**config.mk**
```make
export PLATFORM = sky130hd
export DESIGN_NAME = hwmask_regbank
export DESIGN_NICKNAME = d
export VERILOG_FILES = /design/src/rtl/hwmask_regbank.sv
export SDC_FILE = /design/constraint.sdc
export NUM_CORES = 1
export LEC_CHECK = 0
export BUFFER_PORTS_ARGS = -buffer_cell sky130_fd_sc_hd__buf_2
export CAP_MARGIN = 10
export CORE_MARGIN = 1.5
export CORE_UTILIZATION = 50
export CTS_BUF_LIST = sky130_fd_sc_hd__clkbuf_16
export CTS_CLUSTER_DIAMETER = 100
export DETAILED_ROUTE_END_ITERATION = 6
export GPL_ROUTABILITY_DRIVEN = 0
export PLACE_DENSITY = 0.86
export SLEW_MARGIN = 20
export SYNTH_ARGS = -nofsm -noshare
export SYNTH_HDL_FRONTEND = slang
export SYNTH_SLANG_ARGS = --single-unit
```
**constraint.sdc**
```tcl
create_clock -name clk -period 3 [get_ports clk]
set_clock_uncertainty 0.05 [all_clocks]
set_input_delay 0.3 -clock clk [delete_from_list [all_inputs] [get_ports clk]]
set_output_delay 0.3 -clock clk [all_outputs]
set_load 0.02 [all_outputs]
```
**src/rtl/hwmask_regbank.sv**
```systemverilog
module hwmask_regbank #(
  parameter int ADDR_W    = 8,
  parameter int NUM_IRQ   = 10,
  parameter int CTRL_BITS = 9,
  parameter logic [ADDR_W-1:0] OFF_EN    = 'h00,
  parameter logic [ADDR_W-1:0] OFF_CTRL  = 'h04,
  parameter logic [ADDR_W-1:0] OFF_STAT  = 'h08,
  parameter logic [ADDR_W-1:0] OFF_IEN   = 'h0C,
  parameter logic [ADDR_W-1:0] OFF_IMASK = 'h10
) (
  input  logic                 clk,
  input  logic                 rst_n,
  input  logic [ADDR_W-1:0]    bus_addr,
  input  logic [31:0]          bus_wdata,
  input  logic                 bus_we,
  input  logic                 bus_re,
  output logic [31:0]          bus_rdata,
  input  logic [NUM_IRQ-1:0]   evt_i,
  input  logic                 oneshot_done_i,
  output logic                 clk_en_o,
  output logic                 out_en_o,
  output logic                 force_clk_o,
  output logic                 cnt_rd_en_o,
  output logic                 update_pulse_o,
  output logic                 join_pulse_o,
  output logic [CTRL_BITS-1:0] ctrl_o,
  output logic                 irq_o
);

  localparam int HALF = 16;

  logic [15:0] wmask, wval;
  logic word_ok, wr_en, wr_ctrl, wr_stat, wr_ien, wr_imask;

  assign wmask    = bus_wdata[31:16];
  assign wval     = bus_wdata[15:0];
  assign word_ok  = (bus_addr[1:0] == 2'b00);
  assign wr_en    = bus_we && word_ok && (bus_addr == OFF_EN);
  assign wr_ctrl  = bus_we && word_ok && (bus_addr == OFF_CTRL);
  assign wr_stat  = bus_we && word_ok && (bus_addr == OFF_STAT);
  assign wr_ien   = bus_we && word_ok && (bus_addr == OFF_IEN);
  assign wr_imask = bus_we && word_ok && (bus_addr == OFF_IMASK);

  function automatic logic [15:0] merge16(input logic [15:0] cur,
                                          input logic [15:0] m,
                                          input logic [15:0] v);
    return (cur & ~m) | (v & m);
  endfunction

  logic clk_en_q, out_en_q, force_q, cntrd_q, upd_q, join_q;

  always_ff @(posedge clk or negedge rst_n) begin
    if (!rst_n) begin
      clk_en_q <= 1'b0;
      out_en_q <= 1'b0;
      force_q  <= 1'b0;
      cntrd_q  <= 1'b0;
    end else begin
      if (wr_en) begin
        if (wmask[0]) clk_en_q <= wval[0];
        if (wmask[1]) out_en_q <= wval[1];
        if (wmask[3]) force_q  <= wval[3];
        if (wmask[5]) cntrd_q  <= wval[5];
      end
      if (oneshot_done_i) begin
        clk_en_q <= 1'b0;
        out_en_q <= 1'b0;
      end
    end
  end

  always_ff @(posedge clk or negedge rst_n) begin
    if (!rst_n) begin
      upd_q  <= 1'b0;
      join_q <= 1'b0;
    end else begin
      upd_q  <= wr_en && wmask[2] && wval[2];
      join_q <= wr_en && wmask[4] && wval[4];
    end
  end

  logic [CTRL_BITS-1:0] ctrl_q;
  logic [NUM_IRQ-1:0]   ien_q, imask_q, stat_q;
  logic [15:0] ctrl_mrg, ien_mrg, imask_mrg;

  assign ctrl_mrg  = merge16(HALF'(ctrl_q),  wmask, wval);
  assign ien_mrg   = merge16(HALF'(ien_q),   wmask, wval);
  assign imask_mrg = merge16(HALF'(imask_q), wmask, wval);

  always_ff @(posedge clk or negedge rst_n) begin
    if (!rst_n) begin
      ctrl_q  <= '0;
      ien_q   <= '0;
      imask_q <= '0;
    end else begin
      if (wr_ctrl)  ctrl_q  <= ctrl_mrg[CTRL_BITS-1:0];
      if (wr_ien)   ien_q   <= ien_mrg[NUM_IRQ-1:0];
      if (wr_imask) imask_q <= imask_mrg[NUM_IRQ-1:0];
    end
  end

  logic [NUM_IRQ-1:0] clr_bits;
  assign clr_bits = wr_stat ? wval[NUM_IRQ-1:0] : '0;

  always_ff @(posedge clk or negedge rst_n) begin
    if (!rst_n) stat_q <= '0;
    else        stat_q <= (stat_q & ~clr_bits) | evt_i;
  end

  assign irq_o = |(stat_q & ien_q & ~imask_q);

  always_comb begin
    bus_rdata = '0;
    if (bus_re && word_ok) begin
      if (bus_addr == OFF_EN)
        bus_rdata = {26'b0, cntrd_q, 1'b0, force_q, 1'b0, out_en_q, clk_en_q};
      else if (bus_addr == OFF_CTRL)
        bus_rdata = {16'b0, HALF'(ctrl_q)};
      else if (bus_addr == OFF_STAT)
        bus_rdata = {16'b0, HALF'(stat_q)};
      else if (bus_addr == OFF_IEN)
        bus_rdata = {16'b0, HALF'(ien_q)};
      else if (bus_addr == OFF_IMASK)
        bus_rdata = {16'b0, HALF'(imask_q)};
    end
  end

  assign clk_en_o       = clk_en_q;
  assign out_en_o       = out_en_q;
  assign force_clk_o    = force_q;
  assign cnt_rd_en_o    = cntrd_q;
  assign update_pulse_o = upd_q;
  assign join_pulse_o   = join_q;
  assign ctrl_o         = ctrl_q;

endmodule

```
# --- Word-level counts from Yosys, hierarchy flattened ---
# Cells that the tools add are included.
classes:
  addsub: 0
  mul: 0
  div: 0
  order_cmp: 0
  n_eq_ne: 4
  shift: 0
  muxes: 13
  bitwise: 14
  reduce_logical: 21
op_table:
  columns: ["cell", "count"]
  rows:
  - ["$mux W10", 7]
  - ["$and A10 B10 Y10", 6]
  - ["$not A10 Y10", 3]
  - ["$or A10 B10 Y10", 3]
  - ["$eq A8 B4 Y1 const B", 2]
  - ["$logic_and A1 B1 Y1", 11]
  - ["$reduce_or A10 Y1", 1]
  - ["$and A9 B9 Y9", 1]
  - ["$or A9 B9 Y9", 1]
  - ["$eq A8 B3 Y1 const B", 1]
  - ["$eq A8 B5 Y1 const B", 1]
  - ["$logic_not A8 Y1", 1]
  - ["$reduce_and A2 Y1", 4]
  - ["$mux W1", 6]
  - ["$reduce_bool A2 Y1", 3]
  - ["$logic_not A2 Y1", 1]
totals:
  ff_bits: 45
  latch_bits: 0
  ram_bits: 0
  mem_bits_ro: 0
  output_inout_bits: 48
  word_cells: 62
  n_memories: 0

# --- Depth between registers and ports, before layout ---
# Gate-level depths: netlist of the first run.
logic_depth:
  ltp_word: 7
  depth_mapped: 6

# --- Least setup slack after synthesis of the first run ---
# Ideal clock, no wire load.
synth_timing:
  kind: "input to output"
  startpoint: "input port bus_addr[7]"
  endpoint: "output port bus_rdata[7]"
  arrival_time_ps: 1881
  slack_ps: 769
  path_stages: 4
  n_path_buf: 0
  path_cell_list: "nor4_1 -> nor4b_1 -> a21oi_1 -> a211oi_1"
synth_via:
  elab_chain_cells: 7
  elab_cells_between_ends: 11
  cone_classes: "eq/ne (4); mux (6); reduce/logical (1)"
synth_lines:
  columns: ["item", "line", "rtl"]
  rows:
  - ["from (decl)", "13", "input logic [ADDR_W-1:0] bus_addr,"]
  - ["$eq A8 B5 Y1", "123", "else if (bus_addr == OFF_IMASK)"]
  - ["$mux W10", "123", null]
  - ["$mux W10", "121", "else if (bus_addr == OFF_IEN)"]
  - ["$mux W10", "119", "else if (bus_addr == OFF_STAT)"]
  - ["$mux W10", "117", "else if (bus_addr == OFF_CTRL)"]
  - ["$mux W10 (*)", "115", "if (bus_addr == OFF_EN)"]
  - ["$mux W10 (*)", "114", "if (bus_re && word_ok) begin"]
  - ["to (decl)", "17", "output logic [31:0] bus_rdata,"]
# Mark *: on every way between the ends. The rest lies on a longest branch, timed or not.

# --- Final worst setup path of the first run ---
layout_timing:
  startpoint: "input port bus_addr[2]"
  endpoint: "output port bus_rdata[7]"
# The elaborated chain is that of the path after synthesis.

==> run summary, run 1 <==
Fmax achieved -> 427.3 MHz
Power Dens Cells -> 421.2 mW/mm²
Layout cells sized above 1 -> 31.38%
Status -> finished with violations
Most common cell after layout, fill and taps aside -> buf_2
Clock power share -> 39.3%
Synth Flop Type -> dfrtp_1
Post CTS Setup Buffer Count -> 0
Commonest non-fill, non-tap cells in the layout -> 67 x buf_2, 49 x nand2_1, 45 x dfrtp_1
GR peak layer -> met2
Drt via density -> 5.562
Sequential fraction of the synthesis area -> 42.74%
Synth Area per Inst -> 9.723 µm²
Met1 Use GR -> 33.16%
Initial Util -> 51.59%
WP data arrival -> 1.99 ns
Sw Pwr -> 333.8 µW
Initial antenna violation count -> 0
Design area -> 0.003104 mm²
Row count -> 26
Diodes inserted -> 0
Drt initial violations -> 205
Fin. max-slew vios -> 0
Largest net degree at the start of global routing -> 46
Max Fanout on Critical Path -> 25
RSZ-0062 raised after global routing -> no
Post-synth EDFFs -> 0
Nets -> 395
Sequential Power Share -> 48.0%
GRT Total Usage -> 24.89%
Core area -> 0.005107 mm²
First drt pass iteration count -> 4
Vias -> 2286
Placed Area -> 0.002964 mm²
HP Class -> primary input to asynchronous set/reset pin
Slew of the pin with the lowest slew margin -> 0.5703 ns
Tcrit/Tclk final -> 78.00%
Fin. Hold Viols -> 45
Syn. warnings -> 0
Cell area after synthesis -> 0.002635 mm²
Post-Route WL -> 6.606 mm
DRC errors left -> 0
Fillers -> 468
Layout Utilization -> 60.78%
Final setup fails -> 0
Sw frac -> 25.53%
Longest Clk Path Bufs -> 2
Clk_lat worst skew -> 0.28 ns
Slew headroom -> 61.98%
Ys async rst share -> 100.0%
Worst vdd ir -> 0.2978 mV
WL/cell -> 16.07 µm
Setup TNS -> 0 ns
Final min period -> 2.340 ns
Die area -> 0.005715 mm²
# clock sinks -> 45
DP HPWL -> 4.842 mm
Pre-CTS WS -> 0.6828 ns
Failing checks -> hold timing
Comb pwr share -> 12.7%
Port Buffers -> 68
Final worst slack -> 0.6600 ns
Met2 Track Usage GR -> 40.16%
Grt met3 use -> 5.952%
CTS H-tree lvls -> 2
Crit path required time -> 2.65 ns
TritonCTS clock tree -> yes
Detail Route Antenna Nets -> 0
R2r setup slk -> 2.14 ns
Seq cells post-synth -> 45
CTS resizes -> 0
Root buffer cell -> clkbuf_16
Library cells used by synthesis -> 44
Area Overhead vs Synth -> 17.81%
Max-cap violations -> 0
Crit end category -> output port
CTS buffer count -> 5
Post-CTS Hold Buffers -> 0
Synth Instances -> 271
GR Overflow Total -> 0
Vias in the first global route -> 2158
I/O Pins -> 103
Leak Pwr -> 0.001448 µW
Startpoint types -> primary input
Kind of critical path -> primary input to output port
Internal power -> 973.6 µW
First-pass GRT wire length -> 10.45 mm
WHS -> -0.05054 ns
Chip height -> 75.60 µm
Die W -> 75.60 µm
Clock transition at the registers of the reported paths -> 0.06 ns
per-stage QoR:
stage | std cells | hold WS (ns) | total power, µW
4_1_cts | 411 | 0.1236 | 1318
5_1_grt | 411 | 0.008221 | 1363
3_5_place_dp | 403 | 0.4183 | 802.5
6_report | 411 | -0.05054 | 1307
2_1_floorplan | 292 | -0.04559 | 746.4
3_3_place_gp | 403 | 0.4218 | 798.7
Yosys cell counts, types with 5 or more instances:
master	count	area, µm²
a21o_1	10	75.07
a21oi_1	9	45.04
buf_4	23	172.7
dfrtp_1	45	1126
mux2_1	10	112.6
mux2_2	23	259.0
nand2_1	49	183.9
nand3_1	14	70.07
nand3b_1	5	37.54
nor2_1	8	30.03
nor3_1	6	30.03
o21ai_0	7	35.03
o22ai_1	5	31.28
kinds of logic (layout without fill, tap and decap cells):
group	Yosys count	after routing	share of synthesized area [%]
AND/OR/NAND/NOR	108	108	21.80
AO/OA/AOI/OAI	48	48	12.16
flip-flops	45	45	42.74
multiplexers	35	35	14.86
buffers and inverters	34	83	8.310
other	1	22	0.1423
routing by layer:
metal  vias to the layer above  wire length (µm)
li1                       1076                 -
met1                      1085              2762
met2                       111              3189
met3                        14               531
met4                         0               123
met5                         -                 0
critical path, stage by stage:
cell and delay [ns]:
buf_2 0.37, or3b_2 0.57, a31oi_1 0.19, a21oi_1 0.05, a211oi_1 0.27, buf_2 0.22
worst paths after layout:
kind | startpoint | endpoint | cells past startpoint
setup / recovery | bus_addr[2] | bus_rdata[7] | 6
hold / removal | rst_n | asynchronous set/reset pin | 1
setup reg to reg | flip-flop | flip-flop | 1
hold reg to reg | stat_q[4] | stat_q[4] | 1
max in group asynchronous | rst_n | asynchronous set/reset pin | 1
min in group clk | oneshot_done_i | out_en_o | 2
final cells by class:
| class | count | area (µm²) | share of cell area (%) |
|---|---|---|---|
| flip-flops and latches | 45 | 1126 | 36.28 |
| well taps | 70 | 87.58 | 2.821 |
| clock inverters | 3 | 12.51 | 0.4031 |
| clock buffers | 5 | 125.1 | 4.031 |
| repair buffers | 72 | 372.9 | 12.01 |
| inverters | 3 | 11.26 | 0.3628 |
| multi-input cells | 213 | 1369 | 44.09 |
power groups by stage:
| stage | combinational [µW] | sequential (µW) | clock [µW] |
|---|---|---|---|
| detailed placement | 163 | 639 | 0 |
| CTS | 164 | 628 | 526 |
| global placement | 160 | 639 | 0 |
| global route | 183 | 629 | 551 |
| finish | 166 | 628 | 514 |
| floorplan | 105 | 641 | 0 |
Note: power is estimated with default switching activity, not from simulation.
==> run 2: changes to the inputs <==
--- a/config.mk
+++ b/config.mk
@@ -5,15 +5,16 @@
 export SDC_FILE = /design/constraint.sdc
 export NUM_CORES = 1
 export LEC_CHECK = 0
+export ABC_AREA = 1
 export BUFFER_PORTS_ARGS = -buffer_cell sky130_fd_sc_hd__buf_2
 export CAP_MARGIN = 10
 export CORE_MARGIN = 1.5
-export CORE_UTILIZATION = 50
+export CORE_UTILIZATION = 49
 export CTS_BUF_LIST = sky130_fd_sc_hd__clkbuf_16
 export CTS_CLUSTER_DIAMETER = 100
 export DETAILED_ROUTE_END_ITERATION = 6
 export GPL_ROUTABILITY_DRIVEN = 0
-export PLACE_DENSITY = 0.86
+export PLACE_DENSITY = 0.84
 export SLEW_MARGIN = 20
 export SYNTH_ARGS = -nofsm -noshare
 export SYNTH_HDL_FRONTEND = slang
==> constraint.sdc (replaced) <==
create_clock -name clk -period 2.34 [get_ports clk]
set_clock_uncertainty 0.05 [all_clocks]
set_input_delay 0.234 -clock clk [delete_from_list [all_inputs] [get_ports clk]]
set_output_delay 0.234 -clock clk [all_outputs]
set_load 0.02 [all_outputs]
==> run summary, run 2 <==
Drt via density -> 5.191
First drt pass iteration count -> 6
Synth Flop Type -> dfrtp_1
CP peak stage delay -> 0.24 ns
CP max stage cell -> nor2_2
Library cells used by synthesis -> 23
Sequential fraction of the synthesis area -> 43.00%
CTS H-tree lvls -> 2
Kind of critical path -> primary input to output port
GRT Total Usage -> 23.68%
Clock power share -> 40.8%
Power Dens Cells -> 531.1 mW/mm²
DRC errors left -> 0
Most common cell after layout, fill and taps aside -> nand2_1
Fmax achieved -> 493.0 MHz
Sw frac -> 25.74%
Drt initial violations -> 176
Longest Clk Path Bufs -> 2
WP data arrival -> 1.74 ns
Sw Pwr -> 427.8 µW
Buf/Inv on CP -> 2
Setup TNS -> 0 ns
Post-CTS Hold Buffers -> 0
Detail Route Antenna Nets -> 0
Synth area leaders -> dfrtp_1 43%, nand2_1 14%, o21ai_0 7.1%
Vias in the first global route -> 2505
CP delay by family, top -> simple AND/OR/NAND/NOR gates
Final Non-Filler Cells -> 509
Grt met3 use -> 5.629%
TritonCTS clock tree -> yes
Slew headroom -> 53.23%
Row count -> 26
Area share of the largest cell type after synthesis -> 43.00%
Slew of the pin with the lowest slew margin -> 0.6964 ns
Clock transition at the registers of the reported paths -> 0.06 ns
Post-Place Cells -> 501
Area Overhead vs Synth -> 19.49%
Leak Pwr -> 0.001623 µW
Met2 Track Usage GR -> 39.46%
Placed Area -> 0.002985 mm²
Post-synth EDFFs -> 0
Most frequent cells after synthesis -> 98 x nand2_1, 45 x dfrtp_1, 41 x inv_1
First-pass GRT wire length -> 10.97 mm
Max-cap violations -> 0
Internal power -> 1234 µW
Comb pwr share -> 11.1%
Die W -> 76.11 µm
DP HPWL -> 4.897 mm
Crit path cell chain -> buf_2, nor2_1, nand2_2, nor2_2, nand2_2, nand2_1, nor2_1, nor3_1, buf_2
GR peak layer -> met2
Core area -> 0.005140 mm²
Cell area after synthesis -> 0.002619 mm²
Commonest non-fill, non-tap cells in the layout -> 98 x nand2_1, 68 x buf_2, 45 x dfrtp_1
Startpoint types -> primary input
Fin. max-slew vios -> 0
CTS buffer count -> 5
Diodes inserted -> 0
Initial Util -> 50.95%
Met1 Use GR -> 29.32%
Synth Instances -> 361
Vias -> 2642
HP Class -> primary input to asynchronous set/reset pin
# clock sinks -> 45
Nets -> 493
Max Fanout on Critical Path -> 10
Port Buffers -> 68
Layout cells sized above 1 -> 21.64%
RSZ-0062 raised after global routing -> no
Cell taking the most area after synthesis -> dfrtp_1
I/O Pins -> 103
Syn. warnings -> 0
Seq cells post-synth -> 45
Die area -> 0.005792 mm²
Post-Route WL -> 6.701 mm
Final setup fails -> 0
GR Overflow Total -> 0
WHS -> -0.02014 ns
Fin. Hold Viols -> 40
Crit path required time -> 2.06 ns
Design area -> 0.003129 mm²
CTS resizes -> 0
Worst vdd ir -> 0.2749 mV
Sequential Power Share -> 48.1%
Tcrit/Tclk final -> 86.68%
Synth Area per Inst -> 7.254 µm²
Chip height -> 76.11 µm
Crit end category -> output port
Failing checks -> hold timing
WL/cell -> 13.17 µm
Post CTS Setup Buffer Count -> 0
Status -> finished with violations
Most frequent cell after synthesis -> nand2_1
Ys async rst share -> 100.0%
Initial antenna violation count -> 0
Clk_lat worst skew -> 0.28 ns
Largest net degree at the start of global routing -> 46
Root buffer cell -> clkbuf_16
Final min period -> 2.028 ns
-- run 2: cell types whose count changed after synthesis, sizes merged, moves of 5 or more --
cell   previous run  this run
buf              28        23
nand2            49       104
nand3            14        25
o31ai             0         7
nor2              9        36
o21ai             7        52
a21o             10         0
inv               3        45
mux2             33         0
o22ai             5         0
-- run 2: final timing paths --
check | startpoint | end | slack [ns] | depth (start not counted)
max in group asynchronous | rst_n | asynchronous set/reset pin | 1.86 | 2
worst min-delay path | rst_n | asynchronous set/reset pin | -0.02 | 2
worst max-delay path | bus_addr[7] | bus_rdata[2] | 0.31 | 9
worst max register to register | flip-flop | flip-flop | 1.54 | 2
worst min register to register | flip-flop | flip-flop | 0.45 | 2
min in group clk | oneshot_done_i | clk_en_o | 0.07 | 2
-- run 2: per-stage QoR --
| step | setup WS, ns | total power [µW] | utilization, % |
|---|---|---|---|
| 2_1_floorplan | 0.6593 | 937.8 | - |
| 3_3_place_gp | 0.4364 | 991.9 | 58.08 |
| 3_5_place_dp | 0.3735 | 995.7 | 58.08 |
| 4_1_cts | 0.3674 | 1668 | 60.88 |
| 5_1_grt | 0.1812 | 1721 | 60.88 |
| 6_report | 0.3117 | 1662 | 60.88 |
-- run 2: final cells by class --
type | instances | area [µm²]
clock inverter | 3 | 18.77
sequential | 45 | 1126
multi-input combinational | 269 | 1232
clock buffer | 5 | 125.1
tap | 70 | 87.58
timing repair buffer | 72 | 370.4
fill | 482 | 2011
inverter | 45 | 168.9
-- run 2: cells by family (layout without fill, tap and decap cells) --
logic type	Yosys count	count (layout)	share of synthesized area [%]
flip-flops	45	45	43.00
AND/OR/NAND/NOR	174	174	28.67
buffers and inverters	68	125	12.95
AO/OA/AOI/OAI	73	73	15.24
other	1	22	0.1432
-- run 2: power by group through the flow --
stage | clock network, µW | logic [µW] | registers [µW]
finish | 678 | 185 | 799
global route | 715 | 206 | 800
CTS | 686 | 184 | 799
detailed placement | 0 | 183 | 813
global placement | 0 | 179 | 813
floorplan | 0 | 124 | 813
-- run 2: per-layer routing --
metal / vias up / wire (µm) / part of all wire [%]
met4: 0 / 140 / 2.1
met5: - / 0 / 0
met2: 140 / 3230 / 48
li1: 1279 / - / -
met1: 1208 / 2783 / 42
met3: 15 / 546 / 8.1
==> run 3: changes to the inputs <==
--- a/config.mk
+++ b/config.mk
@@ -8,6 +8,7 @@
 export ABC_AREA = 1
 export BUFFER_PORTS_ARGS = -buffer_cell sky130_fd_sc_hd__buf_2
 export CAP_MARGIN = 10
+export CORE_ASPECT_RATIO = 0.8
 export CORE_MARGIN = 1.5
 export CORE_UTILIZATION = 49
 export CTS_BUF_LIST = sky130_fd_sc_hd__clkbuf_16
==> run summary, run 3 (same netlist as run 2, synthesis figures left out) <==
Status -> complete, no violations
Chip height -> 68.39 µm
Placed Area -> 0.002975 mm²
Detail Route Antenna Nets -> 0
First-pass GRT wire length -> 11.24 mm
RSZ-0062 raised after global routing -> no
Clock transition at the registers of the reported paths -> 0.06 ns
CP peak stage delay -> 0.25 ns
Max Fanout on Critical Path -> 10
Fmax achieved -> 501.2 MHz
Die area -> 0.005795 mm²
Longest Clk Path Bufs -> 2
Comb pwr share -> 11.3%
DP HPWL -> 5.213 mm
Area Overhead vs Synth -> 19.21%
First drt pass iteration count -> 5
CTS H-tree lvls -> 2
Vias -> 2675
Slew of the pin with the lowest slew margin -> 0.7353 ns
Final setup fails -> 0
Row count -> 23
CP max stage cell -> nor2_2
Crit end category -> output port
Layout cells sized above 1 -> 21.41%
Fin. Hold Viols -> 0
Root buffer cell -> clkbuf_16
WL/cell -> 14.07 µm
Sequential Power Share -> 48.3%
Slew headroom -> 50.61%
Drt initial violations -> 265
DRC errors left -> 0
Diodes inserted -> 0
HP Class -> primary input to flip-flop
Sw Pwr -> 424.5 µW
I/O Pins -> 103
Crit path cell chain -> buf_2, nor2_1, nand2_2, nor2_2, nand2_2, nand2_1, nor2_1, nor3_1, buf_2
Post-Route WL -> 7.048 mm
Fin. max-slew vios -> 0
TritonCTS clock tree -> yes
Nets -> 494
Max-cap violations -> 0
Core area -> 0.005065 mm²
Leak Pwr -> 0.001623 µW
Commonest non-fill, non-tap cells in the layout -> 98 x nand2_1, 68 x buf_2, 45 x dfrtp_1
Clock power share -> 40.3%
Kind of critical path -> primary input to output port
Power Dens Cells -> 530.1 mW/mm²
Worst vdd ir -> 0.3921 mV
Startpoint types -> primary input
Vias in the first global route -> 2380
Port Buffers -> 68
Clk_lat worst skew -> 0.28 ns
Sw frac -> 25.65%
# clock sinks -> 45
Internal power -> 1230 µW
GR Overflow Total -> 0
Final min period -> 1.995 ns
Crit path required time -> 2.06 ns
Initial antenna violation count -> 0
Drt via density -> 5.339
Design area -> 0.003122 mm²
Largest net degree at the start of global routing -> 21
Setup TNS -> 0 ns
Initial Util -> 51.70%
Die W -> 84.74 µm
CTS buffer count -> 5
WP data arrival -> 1.71 ns
Most common cell after layout, fill and taps aside -> nand2_1
Fillers -> 458
Tcrit/Tclk final -> 85.27%
GRT Total Usage -> 25.41%
## run 3: cell count changes in the layout (fill, tap and decap cells not counted), sizes merged
cell,previous run,this run
inv,46,45
clkinvlp,2,1
clkinv,0,1
dlygate4sd3,0,1
## run 3: cell type report
type	instances	area [µm²]	area share, %
clock buffer	5	125.1	4.008
clock inverter	2	11.26	0.3607
inverter	45	168.9	5.411
multi-input combinational	269	1232	39.48
sequential	45	1126	36.07
tap	62	77.57	2.485
timing repair buffer	73	380.4	12.18
## run 3: worst max-delay path: cells and delay by family
kind	cells	cell delay, ns
and+or+nand+nor	7	1.16
buffers and inverters	2	0.33
## run 3: path summary, 6_finish.rpt
| path | cells after the start | slack [ns] | endpoint | start |
|---|---|---|---|---|
| worst max-delay path | 9 | 0.34 | bus_rdata[2] | bus_addr[7] |
| worst min-delay path | 2 | 0.07 | out_en_o | oneshot_done_i |
| worst max register to register | 2 | 1.54 | flip-flop | flip-flop |
| worst min register to register | 2 | 0.45 | flip-flop | flip-flop |
| max in group asynchronous | 3 | 1.31 | asynchronous set/reset pin | rst_n |
| min in group asynchronous | 2 | 0.37 | update_pulse_o | rst_n |
## run 3: power by group through the flow
stage / registers, µW / clock network [µW] / logic [µW]
2_1_floorplan: 813 / 0 / 124
3_3_place_gp: 813 / 0 / 180
3_5_place_dp: 813 / 0 / 184
4_1_cts: 799 / 668 / 187
5_1_grt: 800 / 711 / 210
6_report: 800 / 668 / 188
## run 3: metrics by stage
stage	total power, µW	setup slack (ns)	util [%]	cells	hold WS (ns)
after global routing	1721	0.2307	61.64	501	0.08018
after detailed placement	997.4	0.3932	58.75	493	0.1478
after floorplan	937.8	0.6593	-	382	-0.1116
after CTS	1654	0.3836	61.64	501	0.06551
final	1655	0.3447	61.64	501	0.06696
after global placement	992.9	0.3949	58.75	493	0.1507
## run 3: metal layers
layer | vias to the layer above | wire length (µm) | track usage (%)
li1 | 1285 | - | -
met1 | 1207 | 2986 | 34.35
met2 | 162 | 3221 | 40.87
met3 | 21 | 664 | 4.825
met4 | 0 | 175 | 10.28
met5 | - | 0 | 0
## run 3: repair_timing
action | CTS | global route
setup buffers | 0 | 0
hold buffers | 1 | 0
resized for setup | 0 | 0
hold endpoints to repair | 18 | 0
